$ cat config.mk
export PLATFORM = sky130hd
export DESIGN_NAME = wdog_guard
export DESIGN_NICKNAME = d
export VERILOG_FILES = /design/src/rtl/wdg_pkg.sv /design/src/rtl/wdg_prescale.sv /design/src/rtl/wdg_count.sv /design/src/rtl/wdg_action.sv /design/src/rtl/wdog_guard.sv
export SDC_FILE = /design/constraint.sdc
export NUM_CORES = 1
export LEC_CHECK = 0
export BUFFER_PORTS_ARGS = -buffer_cell sky130_fd_sc_hd__buf_2
export CORE_UTILIZATION = 56
export DETAILED_ROUTE_END_ITERATION = 12
export GPL_TIMING_DRIVEN = 0
export PLACE_DENSITY = 0.78
export SLEW_MARGIN = 20
export SYNTH_ARGS = -nofsm -noshare
export SYNTH_HDL_FRONTEND = slang
export SYNTH_HIERARCHICAL = 1
export SYNTH_SLANG_ARGS = --single-unit
$ cat constraint.sdc
create_clock -name clk -period 3.1 [get_ports clk]
set_clock_uncertainty 0.15 [all_clocks]
set_input_delay 0.62 -clock clk [delete_from_list [all_inputs] [get_ports clk]]
set_output_delay 0.62 -clock clk [all_outputs]
set_load 0.02 [all_outputs]
$ cat src/rtl/wdg_pkg.sv
package wdg_pkg;

    localparam int unsigned SEL_W     = 3;
    localparam int unsigned NUM_TAPS  = 1 << SEL_W;
    localparam int unsigned TAP_FIRST = 3;
    localparam int unsigned TAP_LAST  = 11;
    localparam int unsigned PRE_W     = TAP_LAST;

    typedef enum logic [1:0] {
        MODE_INTERVAL = 2'b00,
        MODE_WD_IRQ   = 2'b01,
        MODE_WD_NMI   = 2'b10,
        MODE_WD_RST   = 2'b11
    } wdg_mode_e;

    typedef struct packed {
        logic             run;
        wdg_mode_e        mode;
        logic [SEL_W-1:0] sel;
    } wdg_ctrl_t;

    // Division exponent of each tap: consecutive from TAP_FIRST, last tap jumps to TAP_LAST.
    function automatic int unsigned tap_shift(input int unsigned idx);
        return (idx == NUM_TAPS - 1) ? TAP_LAST : TAP_FIRST + idx;
    endfunction

endpackage

$ cat src/rtl/wdg_prescale.sv
module wdg_prescale
    import wdg_pkg::*;
#(
    parameter int unsigned PW = PRE_W
) (
    input  logic             clk,
    input  logic             rst_n,
    input  logic             run_i,
    input  logic             clr_i,
    input  logic [SEL_W-1:0] sel_i,
    output logic             tick_o
);

    typedef struct packed {
        logic [PW-1:0] div;
    } pre_state_t;

    pre_state_t st_d, st_q;
    logic [NUM_TAPS-1:0] tap_hit;

    for (genvar i = 0; i < NUM_TAPS; i++) begin : g_tap
        localparam int unsigned SH = tap_shift(i);
        assign tap_hit[i] = &st_q.div[SH-1:0];
    end

    always_comb begin
        st_d = st_q;
        tick_o = 1'b0;
        if (!run_i || clr_i) begin
            st_d.div = '0;
        end else begin
            st_d.div = st_q.div + 1'b1;
            tick_o   = tap_hit[sel_i];
        end
    end

    always_ff @(posedge clk or negedge rst_n) begin
        if (!rst_n) st_q <= '0;
        else        st_q <= st_d;
    end

    // a kick leaves the prescaler at zero
    assert_kick_clears_pre_R8: assert property (@(posedge clk) disable iff (!rst_n)
        clr_i |=> (st_q.div == '0));

    // a stopped block holds the prescaler at zero
    assert_stop_clears_pre_R10: assert property (@(posedge clk) disable iff (!rst_n)
        !run_i |=> (st_q.div == '0));

endmodule

$ cat src/rtl/wdg_count.sv
module wdg_count #(
    parameter int unsigned CNT_W = 8
) (
    input  logic clk,
    input  logic rst_n,
    input  logic run_i,
    input  logic clr_i,
    input  logic tick_i,
    output logic ovf_o
);

    localparam logic [CNT_W-1:0] CNT_TOP = '1;

    typedef struct packed {
        logic [CNT_W-1:0] cnt;
    } cnt_state_t;

    cnt_state_t st_d, st_q;

    always_comb begin
        st_d  = st_q;
        ovf_o = 1'b0;
        if (!run_i || clr_i) begin
            st_d.cnt = '0;
        end else if (tick_i) begin
            ovf_o    = (st_q.cnt == CNT_TOP);
            st_d.cnt = st_q.cnt + 1'b1;
        end
    end

    always_ff @(posedge clk or negedge rst_n) begin
        if (!rst_n) st_q <= '0;
        else        st_q <= st_d;
    end

    // the counter wraps to zero after overflow
    assert_wrap_zero_R3: assert property (@(posedge clk) disable iff (!rst_n)
        ovf_o |=> (st_q.cnt == '0));

    // a kick clears the counter
    assert_kick_clears_cnt_R8: assert property (@(posedge clk) disable iff (!rst_n)
        clr_i |=> (st_q.cnt == '0));

endmodule

$ cat src/rtl/wdg_action.sv
module wdg_action
    import wdg_pkg::*;
#(
    parameter int unsigned RST_PULSE = 4
) (
    input  logic      clk,
    input  logic      rst_n,
    input  logic      ovf_i,
    input  wdg_mode_e mode_i,
    output logic      tmr_irq_o,
    output logic      wdt_irq_o,
    output logic      wdt_nmi_o,
    output logic      sys_rst_o
);

    localparam int unsigned RC_W = $clog2(RST_PULSE + 1);

    typedef struct packed {
        logic            tmr;
        logic            irq;
        logic            nmi;
        logic [RC_W-1:0] rst_left;
    } act_state_t;

    act_state_t st_d, st_q;

    always_comb begin
        st_d     = st_q;
        st_d.tmr = ovf_i && (mode_i == MODE_INTERVAL);
        st_d.irq = ovf_i && (mode_i == MODE_WD_IRQ);
        st_d.nmi = ovf_i && (mode_i == MODE_WD_NMI);
        if (ovf_i && (mode_i == MODE_WD_RST)) begin
            st_d.rst_left = RC_W'(RST_PULSE);
        end else if (st_q.rst_left != '0) begin
            st_d.rst_left = st_q.rst_left - 1'b1;
        end
    end

    always_ff @(posedge clk or negedge rst_n) begin
        if (!rst_n) st_q <= '0;
        else        st_q <= st_d;
    end

    assign tmr_irq_o = st_q.tmr;
    assign wdt_irq_o = st_q.irq;
    assign wdt_nmi_o = st_q.nmi;
    assign sys_rst_o = (st_q.rst_left != '0);

    // at most one interrupt-type action at a time
    assert_single_action_R5: assert property (@(posedge clk) disable iff (!rst_n)
        $onehot0({tmr_irq_o, wdt_irq_o, wdt_nmi_o}));

    // a non-maskable request only follows an overflow
    assert_nmi_cause_R6: assert property (@(posedge clk) disable iff (!rst_n)
        wdt_nmi_o |-> $past(ovf_i));

    // the reset pulse lasts beyond its first cycle
    assert_rst_hold_R7: assert property (@(posedge clk) disable iff (!rst_n)
        $rose(sys_rst_o) |=> sys_rst_o);

endmodule

$ cat src/rtl/wdog_guard.sv
module wdog_guard
    import wdg_pkg::*;
#(
    parameter int unsigned CNT_W     = 8,
    parameter int unsigned RST_PULSE = 4
) (
    input  logic       clk,
    input  logic       rst_n,
    input  logic       wr_en,
    input  logic       wr_addr,
    input  logic [7:0] wr_data,
    output logic [7:0] ctrl_rd,
    output logic       tmr_irq,
    output logic       wdt_irq,
    output logic       wdt_nmi,
    output logic       sys_rst
);

    typedef struct packed {
        wdg_ctrl_t ctrl;
    } top_state_t;

    top_state_t st_d, st_q;
    logic locked;
    logic kick;
    logic tick;
    logic ovf;

    assign locked = st_q.ctrl.run && (st_q.ctrl.mode == MODE_WD_RST);
    assign kick   = wr_en && wr_addr;

    always_comb begin
        st_d = st_q;
        if (wr_en && !wr_addr && !locked) begin
            st_d.ctrl = wdg_ctrl_t'({wr_data[7], wr_data[4:3], wr_data[SEL_W-1:0]});
        end
    end

    always_ff @(posedge clk or negedge rst_n) begin
        if (!rst_n) st_q <= '0;
        else        st_q <= st_d;
    end

    assign ctrl_rd = {st_q.ctrl.run, 2'b00, st_q.ctrl.mode, st_q.ctrl.sel};

    wdg_prescale #(.PW(PRE_W)) u_pre (
        .clk    (clk),
        .rst_n  (rst_n),
        .run_i  (st_q.ctrl.run),
        .clr_i  (kick),
        .sel_i  (st_q.ctrl.sel),
        .tick_o (tick)
    );

    wdg_count #(.CNT_W(CNT_W)) u_cnt (
        .clk    (clk),
        .rst_n  (rst_n),
        .run_i  (st_q.ctrl.run),
        .clr_i  (kick),
        .tick_i (tick),
        .ovf_o  (ovf)
    );

    wdg_action #(.RST_PULSE(RST_PULSE)) u_act (
        .clk       (clk),
        .rst_n     (rst_n),
        .ovf_i     (ovf),
        .mode_i    (st_q.ctrl.mode),
        .tmr_irq_o (tmr_irq),
        .wdt_irq_o (wdt_irq),
        .wdt_nmi_o (wdt_nmi),
        .sys_rst_o (sys_rst)
    );

    // once frozen, the control register never changes until reset
    assert_lock_hold_R9: assert property (@(posedge clk) disable iff (!rst_n)
        $past(locked) |-> $stable(st_q.ctrl));

    // no action while stopped
    assert_idle_quiet_R10: assert property (@(posedge clk) disable iff (!rst_n)
        !$past(st_q.ctrl.run) |-> !(tmr_irq || wdt_irq || wdt_nmi || $rose(sys_rst)));

endmodule

* Word level (Yosys, flattened, before mapping)
Cells that the tools add are included.
** Operators by class
- Add/subtract/negate cells :: 3
- Multiply operators :: 0
- Divide/modulo/power cells :: 0
- Magnitude comparators :: 1
- Equality and inequality tests :: 4
- Shifts and indexed selects :: 0
- Mux-type cells :: 10
- Bitwise gates (word level) :: 0
- Reductions and logical operators :: 24
** Operators with widths (count)
- $mux 8 :: 2
- $add 11x1->11 const B :: 1
- $mux 11 :: 1
- $reduce_and 11->1 :: 1
- $reduce_and 9->1 :: 1
- $add 8x1->8 const B :: 1
- $eq 8x8->1 const B :: 1
- $logic_and 1x1->1 :: 8
- $reduce_and 8->1 :: 1
- $reduce_and 7->1 :: 1
- $mux 3 :: 2
- $reduce_and 6->1 :: 1
- $reduce_and 5->1 :: 1
- $eq 2x2->1 const B :: 2
- $lt 3x4->1 const B :: 1
- $mux 1 :: 4
- $reduce_and 4->1 :: 1
- $reduce_bool 2->1 :: 2
- $bmux 1 s3 :: 1
- $logic_not 1->1 :: 3
- $reduce_and 3->1 :: 1
- $reduce_bool 3->1 :: 1
- $sub 3x1->3 const B :: 1
- $eq 2x1->1 const B :: 1
- other kinds (2) :: 2
** Storage, ports and cells
- Bits in registers :: 31
- Bits in latches :: 0
- Bits in writable memories :: 0
- Memory bits (read-only) :: 0
- Bits of input ports :: 12
- Output and inout port bits :: 12
- Word-level logic and storage cells :: 51
- Memories kept :: 0

* Depth between registers and ports, before layout
- Depth after elaboration :: 8
- Depth in mapped cells :: 14
- Gate-level depth less buffers :: 13

* By module
Netlist, hierarchy kept.
** By module, submodules not included
- wdg_prescale :: instances 1, cells an instance 64, area an instance 633.1 um^2, sequential area each 275.3 um^2
- wdg_count :: instances 1, cells an instance 40, area an instance 389.1 um^2, sequential area each 200.2 um^2
- wdog_guard :: instances 1, cells an instance 26, area an instance 327.8 um^2, sequential area each 150.1 um^2
- wdg_action :: instances 1, cells an instance 24, area an instance 277.8 um^2, sequential area each 150.1 um^2

* Least setup slack after synthesis
No wires, ideal clock.
- Kind :: input to register
- From :: input wr_en
- To :: register u_act/st_q[2] (netlist name)
- Setup time :: 0.083 ns
- Arrival time :: 2.595 ns
- Data required time :: 2.867 ns
- Slack :: 0.272 ns
- Stages on the path :: 12
- Path buffers :: 2
- Cells stage by stage :: and2_2 -> nand2b_1 -> buf_6 -> a311oi_1 -> o211ai_1 -> a21oi_2 -> buf_4 -> nand4_1 -> nor4_1 -> and3_4 -> a21oi_1 -> o21ai_0
** On the way
- Cells in the longest elaborated chain, start to end :: 7
- Elaborated cells between the ends (all ways) :: 8
- Classes of those cells :: mux: 4; reduce/logical: 4
** RTL lines
- start, declared :: line wdog_guard.sv:9 : input logic wr_en,
- $logic_and 1x1->1 * :: line wdog_guard.sv:30 : assign kick = wr_en && wr_addr;
- $logic_or 1x1->1 * :: line wdg_prescale.sv:29 : if (!run_i || clr_i) begin
- $mux 1 * :: line wdg_prescale.sv:29
- net tick :: line wdog_guard.sv:26 : logic tick;
- $mux 1 * :: line wdg_count.sv:25 : end else if (tick_i) begin
- $mux 1 * :: line wdg_count.sv:23 : if (!run_i || clr_i) begin
- net ovf :: line wdog_guard.sv:27 : logic ovf;
- $logic_and 1x1->1 * :: line wdg_action.sv:32 : if (ovf_i && (mode_i == MODE_WD_RST)) begin
- $mux 3 or $reduce_bool 2->1 (tied branches)
- end signal, assigned :: line wdg_action.sv:41 : else st_q <= st_d;
- end, declared :: line wdg_action.sv:25 : act_state_t st_d, st_q;
The timed path passes the listed nets; every way through them passes the cells marked *.
A chain may end at the register's enable or synchronous reset.

* Worst setup path in the final report
- From :: register u_pre/st_q[0] (netlist name)
- To :: register u_act/st_q[2] (netlist name)
** On the way
- Cells in the longest elaborated chain, start to end :: 8
- Elaborated cells between the ends (all ways) :: 16
- Classes of those cells :: mux: 6; reduce/logical: 10
** RTL lines
- start, declared :: line wdg_prescale.sv:18 : pre_state_t st_d, st_q;
- start signal, assigned :: line wdg_prescale.sv:39 : else st_q <= st_d;
- $reduce_and 11->1, or another cell as far along :: line wdg_prescale.sv:23 : assign tap_hit[i] = &st_q.div[SH-1:0];
- $bmux 1 s3 * :: line wdg_prescale.sv:33 : tick_o = tap_hit[sel_i];
- $mux 1 (implied by the code) * :: line wdg_prescale.sv:33
- $mux 1 * :: line wdg_prescale.sv:29
- net tick :: line wdog_guard.sv:26
- $mux 1 * :: line wdg_count.sv:25
- $mux 1 * :: line wdg_count.sv:23
- net ovf :: line wdog_guard.sv:27
- $logic_and 1x1->1 * :: line wdg_action.sv:32
- $mux 3 or $reduce_bool 2->1 (tied branches)
The timed path passes the listed nets; every way through them passes the cells marked *. The select of a mux whose other input is x is not followed.

==> results.sh <==
export IMPL_status="finished clean"
export IMPL_ys_seq_elements=31
export IMPL_die_y_um=55.9
export IMPL_max_stage_delay_ns=0.43
export IMPL_cts_hold_buf=0
export IMPL_synth_area_top_cells="dfrtp_1 48%, ha_1 5.4%, nor2_1 3.9%, xor2_1 3.8%, nand2_1 3.2%"
export IMPL_vias_per_cell=5.65
export IMPL_drt_iter0_drc=31
export IMPL_fp_row_count=19
export IMPL_drtPass1Iterations=4
export IMPL_cts_buffer_depth=2
export IMPL_portBuffers=19
export IMPL_timing_fmax_ghz=0.340
export IMPL_top_layer_used="met4"
export IMPL_dp_slack_ns=-0.323
export IMPL_globalplace_congestion=0.809
export IMPL_cts_buffers=5
export IMPL_slew_viol_final=0
export IMPL_synthCells=154
export IMPL_clk_pin_slew_ns=0.09
export IMPL_grt_pass1_wl_um=5140
export IMPL_tightest_slew_ns=0.665
export IMPL_cts_sinks=31
export IMPL_irDropWorstVdd_mv=0.662
export IMPL_power_density_mw_per_mm2=482
export IMPL_path_max_fanout=6
export IMPL_area_growth_pct=16.7
export IMPL_drt_total_wl_um=2950
export IMPL_p_leak_nw=0.908
export IMPL_grt_start_max_net_pins=32
export IMPL_nets=201
export IMPL_wl_per_cell_um=13.8
export IMPL_antenna_found_initial=0
export IMPL_cts_tree="done"
export IMPL_cp_start_kind="flop"
export IMPL_grt_pass1_vias=1228
export IMPL_die_area_mm2=0.00313
export IMPL_layout_min_cycle_time_ns=2.94
export IMPL_start_util_pct=59.0
export IMPL_m1WireLength_um=1250
export IMPL_path_cells="ha_4 -> nand3_4 -> inv_1 -> ha_1 -> mux2i_1 -> o311ai_1 -> o211ai_1 -> a21oi_2 -> buf_4 -> nand4_1 -> nor4_4 -> and3_4 -> a21oi_1 -> o21ai_0"
export IMPL_hp_class="input pin to asynchronous set/reset pin"
export IMPL_synth_largest_area_cell="dfrtp_1"
export IMPL_syn_area_mm2=0.00163
export IMPL_clkLatencyLatePin_ns=0.33
export IMPL_postRouteAntennaNets=0
export IMPL_arrival_ns=3.04
export IMPL_synthDominantCellAreaShare_pct=47.7
export IMPL_synth_edf_count=0
export IMPL_critPathBufInv=2
export IMPL_fp_coreArea_mm2=0.00276
export IMPL_critPathTopFamily="simple AND/OR/NAND/NOR gates"
export IMPL_synth_ff_type="dfrtp_1"
export IMPL_fin_ws_ns=0.156
export IMPL_timing_final_crit_share_pct=95.0
export IMPL_drive_above_1_share_pct=27.9
export IMPL_hold_violations=0
export IMPL_async_flop_share_pct=100
export IMPL_avgSynthCellArea_um2=10.6
export IMPL_dp_cells=205
export IMPL_crit_required_ns=3.20
export IMPL_chipWidth_um=55.9
export IMPL_max_cap_violations=0
export IMPL_ys_seq_area_share_pct=47.7
export IMPL_fillCellCount=211
export IMPL_ys_warn_count=6
export IMPL_vias=1210
export IMPL_track_usage_pct=21.8
export IMPL_htreeDepth=2
export IMPL_cpMaxStageDelayCell="dfrtp_1"
export IMPL_overflow=0
export IMPL_setup_viol=0
export IMPL_root_buffer="clkbuf_4"
export IMPL_drcViolationCount=0
export IMPL_maxSlewHeadroom_pct=55.6
export IMPL_wl_met2_um=1420
export IMPL_yosysUniqueCellTypes=43
export IMPL_hpwlAfterDp_um=2070
export IMPL_finalNonFillerCells=214
export IMPL_crit_path_end_kind="flop"
export IMPL_final_util_pct=68.9
export IMPL_criticalPathCategory="flop to flop"
export IMPL_wl_met3_um=171
export IMPL_diodes=0
export IMPL_io_pins=24
==> per-stage QoR <==
step / hold WS [ns] / area (um^2) / setup TNS (ns) / total power, W
after global routing: 0.192 / 1900 / -0.00421 / 0.000959
after global placement: 0.313 / 1770 / -0.469 / 0.000586
after detailed placement: 0.327 / 1770 / -1.08 / 0.000592
after CTS: 0.168 / 1870 / 0 / 0.000922
final: 0.162 / 1900 / 0 / 0.000915
after floorplan: 0.174 / 1630 / 0 / 0.000546
==> path summary, 6_finish.rpt <==
check	to	startpoint	cells after the start	slack (ns)
setup / recovery	u_act/st_q[2]	u_pre/st_q[0]	14	0.16
hold / removal	u_pre/st_q[4]	rst_n	1	0.16
setup reg to reg	u_act/st_q[2]	u_pre/st_q[0]	14	0.16
hold reg to reg	u_pre/st_q[0]	u_pre/st_q[0]	1	0.39
max in group asynchronous	u_cnt/st_q[3]	rst_n	1	2.21
min in group clk	ctrl_rd[3]	wr_data[3]	2	0.36
==> cell usage after synthesis (2+ instances only) <==
master    count
xnor2_1       4
mux2i_1       2
a21oi_1       5
a22o_2        3
buf_6         2
xor2_1        7
nor2_1       17
nand2b_1      3
nand4_1       7
and3_1        2
and2_1        4
or3_1         3
nand2_1      14
mux2_4        3
buf_4         3
dfrtp_1      31
inv_1         6
o21ai_0       3
nand3_1       5
ha_1          7
==> where the power goes <==
group / internal [W] / switching (W)
Sequential: 0.000422 / 0.0000393
Combinational: 0.0000591 / 0.0000698
Clock: 0.000190 / 0.000135
Total: 0.000671 / 0.000244
==> worst reg2reg max path: stages (launching register included) <==
cell and delay (ns):
dfrtp_1 0.43, ha_4 0.18, nand3_4 0.10, inv_1 0.07
ha_1 0.16, mux2i_1 0.09, o311ai_1 0.29, o211ai_1 0.16
a21oi_2 0.12, buf_4 0.16, nand4_1 0.21, nor4_4 0.36
and3_4 0.26, a21oi_1 0.05, o21ai_0 0.07
==> layout make-up <==
cell class / count / area [um^2] / area share, %
clock buffers: 6 / 51.3 / 2.70
repair buffers: 20 / 103 / 5.40
clock inverters: 2 / 35.0 / 1.84
well taps: 31 / 38.8 / 2.04
multi-input cells: 112 / 825 / 43.4
inverters: 6 / 22.5 / 1.19
plain buffers: 6 / 48.8 / 2.57
flip-flops and latches: 31 / 776 / 40.8
==> kinds of logic (layout without fill, tap and decap cells) <==
logic type | count (synthesis) | count (layout) | share of synthesized area, %
buf+inv | 12 | 40 | 4.38
flops | 31 | 31 | 47.7
xor+xnor | 11 | 11 | 5.92
other cells | 1 | 2 | 0.230
mux | 5 | 5 | 4.00
compound gates | 18 | 18 | 7.84
fa+ha+maj | 7 | 7 | 5.38
simple gates | 69 | 69 | 24.6
==> metal layers <==
layer  GRT usage (%)  vias to the layer above
li1                -                      585
met4            11.5                        0
met5               0                        -
met2            35.3                       40
met3            7.21                       11
met1            25.8                      574
==> cells in the final DEF, fill, tap and decap left out, types with 3 or more instances in the layout <==
master and n:
nor2_1 17, a21oi_1 5, dfrtp_1 31, mux2_4 3, ha_1 6, nand3_1 4
o21ai_0 3, nand2b_1 3, or3_1 3, inv_1 6, a22o_2 3, buf_2 19
xnor2_1 4, buf_4 4, xor2_1 7, clkbuf_4 5, nand2_1 14, and2_1 4
nand4_1 7
==> registers in the layout, summed over array words and instances, names as in the netlist <==
signal	count
ctrl_rd	6
u_act/tmr_irq_o	1
u_act/wdt_nmi_o	1
u_act/wdt_irq_o	1
u_act/st_q	3
u_cnt/st_q	8
u_pre/st_q	11
==> repair_timing <==
action | CTS | global route
setup endpoints to repair | 6 | 3
setup buffers | 0 | 1
pin swaps | 1 | 5
gates resized for setup | 2 | 5
(Power assumes the default switching activity.)
